$ cat config.mk
export PLATFORM = sky130hd
export DESIGN_NAME = credit_flow_ctl
export DESIGN_NICKNAME = d
export VERILOG_FILES = /design/src/rtl/flowctl_pkg.sv /design/src/rtl/fc_tx_gate.sv /design/src/rtl/fc_adv_timer.sv /design/src/rtl/credit_flow_ctl.sv
export SDC_FILE = /design/constraint.sdc
export NUM_CORES = 1
export LEC_CHECK = 0
export BUFFER_PORTS_ARGS = -buffer_cell sky130_fd_sc_hd__clkbuf_2
export CAP_MARGIN = 20
export CORE_MARGIN = 3
export CORE_UTILIZATION = 52
export CTS_CLUSTER_SIZE = 25
export DETAILED_ROUTE_END_ITERATION = 16
export GPL_TIMING_DRIVEN = 0
export PLACE_DENSITY = 0.84
export SYNTH_ARGS = -nofsm -noshare
export SYNTH_HDL_FRONTEND = slang
export SYNTH_SLANG_ARGS = --single-unit
$ cat constraint.sdc
create_clock -name clk -period 4.25 [get_ports clk]
set_input_delay 0.425 -clock clk [delete_from_list [all_inputs] [get_ports clk]]
set_output_delay 0.425 -clock clk [all_outputs]
set_load 0.05 [all_outputs]
$ cat src/rtl/flowctl_pkg.sv
package flowctl_pkg;
  typedef enum logic [0:0] {
    LANE_DATA = 1'b0,
    LANE_MGMT = 1'b1
  } lane_e;
endpackage

$ cat src/rtl/fc_tx_gate.sv
module fc_tx_gate
  import flowctl_pkg::*;
#(
  parameter int BLK_W  = 12,
  parameter int LANE_W = 4
) (
  input  logic              clk,
  input  logic              rst,
  input  logic              cu_valid,
  input  logic [LANE_W-1:0] cu_lane,
  input  logic [BLK_W-1:0]  cu_limit,
  input  logic              tx_req,
  input  logic              tx_lane,
  input  logic [BLK_W-1:0]  tx_blocks,
  output logic              tx_grant,
  output logic [BLK_W-1:0]  blocks_sent
);
  localparam logic [BLK_W-1:0] HALF = BLK_W'(1) << (BLK_W - 1);

  logic [BLK_W-1:0] limit_q;
  logic             have_q;
  logic [BLK_W-1:0] margin;
  logic             credit_ok;
  logic             mgmt;
  logic             grant_d;

  assign mgmt      = (lane_e'(tx_lane) == LANE_MGMT);
  // wrap-aware headroom after the pending packet
  assign margin    = limit_q - blocks_sent - tx_blocks;
  assign credit_ok = have_q && (margin <= HALF);
  assign grant_d   = tx_req && (mgmt || credit_ok);

  always_ff @(posedge clk) begin
    if (rst) begin
      limit_q     <= '0;
      have_q      <= 1'b0;
      blocks_sent <= '0;
      tx_grant    <= 1'b0;
    end else begin
      tx_grant <= grant_d;
      if (grant_d && !mgmt)
        blocks_sent <= blocks_sent + tx_blocks;
      if (cu_valid && (cu_lane == '0)) begin
        limit_q <= cu_limit;
        have_q  <= 1'b1;
      end
    end
  end
endmodule

$ cat src/rtl/fc_adv_timer.sv
module fc_adv_timer #(
  parameter int PER_W      = 17,
  parameter int DEF_PERIOD = 65536,
  parameter int BLK_W      = 12
) (
  input  logic             clk,
  input  logic             rst,
  input  logic [PER_W-1:0] period_cfg,
  input  logic             ack,
  input  logic [BLK_W-1:0] buf_rcvd,
  input  logic [BLK_W-1:0] buf_free,
  input  logic [BLK_W-1:0] sent_now,
  output logic             req,
  output logic [BLK_W-1:0] adv_limit,
  output logic [BLK_W-1:0] adv_sent
);
  localparam logic [PER_W-1:0] DEF_P = PER_W'(DEF_PERIOD);

  logic [PER_W-1:0] tick_q;
  logic [PER_W-1:0] last_tick;

  assign last_tick = ((period_cfg == '0) ? DEF_P : period_cfg) - PER_W'(1);

  always_ff @(posedge clk) begin
    if (rst) begin
      tick_q    <= '0;
      req       <= 1'b0;
      adv_limit <= '0;
      adv_sent  <= '0;
    end else if (req) begin
      if (ack) begin
        req    <= 1'b0;
        tick_q <= '0;
      end
    end else if (tick_q >= last_tick) begin
      req       <= 1'b1;
      tick_q    <= '0;
      adv_limit <= buf_rcvd + buf_free;
      adv_sent  <= sent_now;
    end else begin
      tick_q <= tick_q + PER_W'(1);
    end
  end
endmodule

$ cat src/rtl/credit_flow_ctl.sv
module credit_flow_ctl #(
  parameter int BLK_W      = 12,
  parameter int LANE_W     = 4,
  parameter int PER_W      = 17,
  parameter int DEF_PERIOD = 65536
) (
  input  logic              clk,
  input  logic              rst,
  input  logic [PER_W-1:0]  fc_period,
  input  logic [BLK_W-1:0]  buf_rcvd,
  input  logic [BLK_W-1:0]  buf_free,
  input  logic              fc_ack,
  output logic              fc_req,
  output logic [BLK_W-1:0]  fc_credit_limit,
  output logic [BLK_W-1:0]  fc_blocks_sent,
  input  logic              cu_valid,
  input  logic [LANE_W-1:0] cu_lane,
  input  logic [BLK_W-1:0]  cu_limit,
  input  logic              tx_req,
  input  logic              tx_lane,
  input  logic [BLK_W-1:0]  tx_blocks,
  output logic              tx_grant
);
  logic [BLK_W-1:0] sent_cnt;

  fc_tx_gate #(.BLK_W(BLK_W), .LANE_W(LANE_W)) u_gate (
    .clk        (clk),
    .rst        (rst),
    .cu_valid   (cu_valid),
    .cu_lane    (cu_lane),
    .cu_limit   (cu_limit),
    .tx_req     (tx_req),
    .tx_lane    (tx_lane),
    .tx_blocks  (tx_blocks),
    .tx_grant   (tx_grant),
    .blocks_sent(sent_cnt)
  );

  fc_adv_timer #(.PER_W(PER_W), .DEF_PERIOD(DEF_PERIOD), .BLK_W(BLK_W)) u_adv (
    .clk       (clk),
    .rst       (rst),
    .period_cfg(fc_period),
    .ack       (fc_ack),
    .buf_rcvd  (buf_rcvd),
    .buf_free  (buf_free),
    .sent_now  (sent_cnt),
    .req       (fc_req),
    .adv_limit (fc_credit_limit),
    .adv_sent  (fc_blocks_sent)
  );
endmodule

==> impl_table.tex <==
\begin{tabular}{lr}
\hline
Metric & Value \\
\hline
\multicolumn{2}{l}{\textbf{Status}} \\
\quad Result of the run & finished clean \\
\multicolumn{2}{l}{\textbf{Logic synthesis}} \\
\quad Cell types occupying the most area after synthesis & dfxtp\_1, ha\_1, mux2i\_1 \\
\quad Proportion of synthesized flip-flops having asynchronous set or reset & 0\% \\
\quad Synth Area in Adders & 19.4\% \\
\quad Synth Instances & about 650 \\
\quad Synth top area share & between 20\% and 30\% \\
\quad Synthesized-area fraction occupied by xor and xnor cells & under 10\% \\
\quad Most area-hungry cell type in the Yosys netlist & dfxtp\_1 \\
\quad Simple-gate share of the synthesized area & between 20\% and 30\% \\
\quad Mapped Avg Cell Area & $\sim$8.5 um2 \\
\quad Yosys cell types & 62 \\
\quad Fraction of the mapped netlist area in compound gates & 16.4\% \\
\quad Sequential share of the synthesized area & 24.9\% \\
\quad Multiplexer share of the synthesized area & 7.16\% \\
\quad Largest family of logic cells by synthesized area & simple AND/OR/NAND/NOR gates \\
\quad Synth Net Count & between 700 and 800 \\
\quad Top FF cell, synth & dfxtp\_1 \\
\quad Count of state elements after synthesis & between 60 and 70 \\
\quad Number of enable-type register cells in the synthesized netlist & 0 \\
\quad Combined area of all synthesized cells & roughly 5500 um2 \\
\quad Count of yosys warnings during synthesis & 0 \\
\multicolumn{2}{l}{\textbf{Power}} \\
\quad Portion of total power attributed to sequential cells & 40.7\% \\
\quad Leak & slightly below 3 nW \\
\quad Pwr/cell area & 245 nW/um2 \\
\quad Cell-internal power & approximately 1.1 mW \\
\quad Worst-case vdd ir drop & 0.158 mV \\
\quad Part of the power in combinational logic & 23.3\% \\
\quad Switching power as a share of total power & approximately 30\% \\
\quad Clock group share of total power & between 30\% and 40\% \\
\quad P\_sw & $\sim$480 uW \\
\multicolumn{2}{l}{\textbf{STA}} \\
\quad Maximum clock rate & between 200 and 250 MHz \\
\quad Clock period minus final worst setup slack & $\sim$4.2 ns \\
\quad Worst-case headroom to the max-slew limit & a little under half \\
\quad Period utilization & between 90\% and 100\% \\
\quad Slew Viols, Final & 0 \\
\quad Tightest Pin Transition & between 0.7 and 0.8 ns \\
\quad Hold WS & 0.305 ns \\
\quad Final number of hold-violating endpoints & 0 \\
\quad Final setup viols & 0 \\
\quad Worst Clk Skew & $\sim$0.013 ns \\
\multicolumn{2}{l}{\textbf{Placed design}} \\
\quad HPWL reported at the end of detailed placement & between 10000 and 15000 um \\
\quad Global placement routability congestion & 0.925 \\
\quad Count of buffers inserted at the top-level ports & 99 \\
\multicolumn{2}{l}{\textbf{Setup path}} \\
\quad Worst R2R Start & u\_gate.blocks\_sent[0] \\
\quad Cell with the largest stage delay on the worst path & fa\_1 \\
\quad Endpoint required time on the critical path & 4.49 ns \\
\quad Cell repeated most along the worst path & inv\_1 \\
\quad Worst path max stage delay & between 0.5 and 0.6 ns \\
\quad Kind of end point of the critical path & flop \\
\quad CP top delay family & compound AO/OA/AOI/OAI gates \\
\quad Startpoint type of the worst setup path & flop \\
\quad Critical path cell sequence & inv\_1 > fa\_1 > inv\_1 > ha\_1 > or2\_4 > fa\_2 > a21oi\_4 > o22a\_1 > a21oi\_2 > a221o\_1 > or4\_4 > o32a\_4 > nor4\_4 > mux2\_4 \\
\quad Reg-to-reg setup timing slack & $\sim$0.079 ns \\
\quad Crit path max fanout & 3 \\
\quad Destination of the worst register-to-register timing path & u\_gate.blocks\_sent[11] \\
\quad Data arrival time of the worst path & $\sim$4.4 ns \\
\quad Total buffers and inverters traversed by the critical path & 2 \\
\quad FF-to-FF path depth & 14 \\
\quad Type of the setup path with the least slack & reg2reg \\
\multicolumn{2}{l}{\textbf{Cells and area}} \\
\quad Most used cells in the layout excluding fill and tap cells & clkbuf\_2, dfxtp\_1, ha\_1 \\
\quad Fraction of the core area covered by cells at the end of the flow & 64.9\% \\
\quad Number of inserted filler cells in the final layout & 836 \\
\quad Final net count & 912 \\
\quad Final antenna diode count & 0 \\
\quad Share of cells above drive strength 1 & roughly a fifth \\
\quad Layout area overhead & 18.7\% \\
\quad Most common library cell in the layout ignoring fill and taps & clkbuf\_2 \\
\multicolumn{2}{l}{\textbf{Clocking}} \\
\quad Clock latency on the worst-skew pair & roughly 0.36 ns \\
\quad CTS Buf Count & 9 \\
\quad Library cell used as clock root buffer & clkbuf\_8 \\
\quad Clock input transition at the sequential cells of the worst setup and hold paths & approximately 0.080 ns \\
\quad Number of sinks on the clock net & 68 \\
\quad Clock H-tree levels & 3 \\
\quad Clock tree from TritonCTS & done \\
\quad Maximum buffer depth of the clock tree & 2 \\
\quad Post-CTS Hold Buffers & 0 \\
\multicolumn{2}{l}{\textbf{Routing}} \\
\quad Total routed wirelength & 14500 um \\
\quad DRT Pass-1 Iters & 6 \\
\quad Number of design-rule violations left by the first detailed-router iteration & 349 \\
\quad Remaining antenna violation count & 0 \\
\quad Routed via count divided by cell count & approximately 6 \\
\quad Detailed-route via count & 5301 \\
\quad Routed wirelength normalized by instance count & $\sim$16 um \\
\quad \# DRC & 0 \\
\multicolumn{2}{l}{\textbf{GRT}} \\
\quad Global-route usage over all layers & about a quarter \\
\quad Wire length of the first global-routing pass & 23800 um \\
\quad Number of global-route vias before repair & approximately 5300 \\
\quad Total grt overflow & 0 \\
\quad Number of antenna violations at the first check in global routing & 0 \\
\quad Largest net degree at the start of global routing & 12 \\
\multicolumn{2}{l}{\textbf{Floorplanning}} \\
\quad Area of the core & between 9000 and 10000 um2 \\
\quad IO Pins & just over 100 \\
\quad Width of the chip & roughly 110 um \\
\quad Std cell rows & 36 \\
\quad Area of the die & about 12000 um2 \\
\quad Starting utilization of the core area & between 50\% and 60\% \\
\quad Vertical die dimension & about 110 um \\
\multicolumn{2}{l}{\textbf{Worst hold path}} \\
\quad Tightest Hold Check Type & in2reg \\
\quad Worst hold start & cu\_limit[5] \\
\quad Worst Hold Endpoint & u\_gate.limit\_q[5] \\
\quad Hold Crit Depth & 3 \\
\multicolumn{2}{l}{\textbf{Run}} \\
\quad MaxCap Viol Count & 0 \\
\hline
\end{tabular}
state kept, by name, indices dropped and copies added, names as in the netlist:
register            flops
u_gate.have_q           1
u_adv.adv_limit        12
u_adv.tick_q           17
u_adv.req               1
u_gate.tx_grant         1
u_adv.adv_sent         12
u_gate.blocks_sent     12
u_gate.limit_q         12
worst max-delay path by stage:
stage	startpoint	endpoint	slack, ns	cells after the start
CTS	u_gate.blocks_sent[0]	u_gate.blocks_sent[11]	0.05	14
detailed placement	fc_period[0]	u_adv.adv_sent[0]	-0.51	18
floorplan	tx_blocks[0]	u_gate.blocks_sent[11]	0.05	14
finish	u_gate.blocks_sent[0]	u_gate.blocks_sent[11]	0.08	14
global route	u_gate.blocks_sent[0]	u_gate.blocks_sent[8]	-0.02	15
global placement	fc_period[0]	u_adv.adv_limit[7]	-0.37	17
layer usage:
| metal | share of wire [%] | track usage [%] |
|---|---|---|
| met1 | 41 | 31.5 |
| met2 | 48 | 41.6 |
| met3 | 8.0 | 4.90 |
| met4 | 3.1 | 9.92 |
| met5 | 0 | 0 |
through the flow:
step           setup TNS (ns)  worst slack (ns)  instances  power (mW)  area, um2
3_3_place_gp            -6.88            -0.374        878       0.977       6130
5_1_grt               -0.0421           -0.0221        898        1.66       6490
6_report                    0            0.0790        898        1.59       6490
2_1_floorplan               0            0.0454        646       0.894       5470
3_5_place_dp           -10.57            -0.509        878       0.996       6130
4_1_cts                     0            0.0462        897        1.57       6420
power groups by stage:
stage	clock [mW]	combinational (mW)	sequential [mW]
4_1_cts	0.569	0.354	0.646
3_3_place_gp	0	0.315	0.662
6_report	0.572	0.370	0.647
5_1_grt	0.602	0.408	0.647
3_5_place_dp	0	0.334	0.662
2_1_floorplan	0	0.233	0.662
cells by family after synthesis:
group	count (synthesis)
mux	39
simple gates	220
fa+ha+maj	77
buf+inv	71
xor+xnor	40
compound gates	131
flops	68
worst min-delay path, cell delays in order:
cell,delay (ns)
clkbuf_2,0.08
mux2i_1,0.06
nor2_1,0.07
synth_stat cells, types with 4 or more instances:
master    count
mux2i_1      38
o21bai_1      4
nor4_1        7
nand2_1      41
nor3_1       18
ha_1         64
dfxtp_1      68
xor2_1        9
clkbuf_1     19
nor3b_1      15
o211ai_1     12
o21ai_0      21
o21a_1        4
nand2b_1      6
a21o_1        9
or3_1         6
fa_1         13
nor2b_1       8
inv_1        47
a211oi_1      5
nand4_1      16
xnor2_1      31
nand3_1      15
or2_2         4
a21oi_1      35
nor2_1       62
and3_1        9
o31ai_1      11
cell type report:
cell class	count	area, um2	share of cell area, %
multi-input combinational	507	3940	60.7
sequential	68	1370	21.0
timing repair buffer	104	533	8.21
inverter	48	180	2.78
tap	133	166	2.56
clock buffer	13	159	2.45
buffer	22	105	1.62
clock inverter	3	45.0	0.694
what timing repair did:
item	CTS	global route
setup buffers	3	2
setup endpoints to repair	21	33
resized for setup	15	14
pin swaps	7	7
hold endpoints to repair	0	0
(Power assumes the default switching activity.)
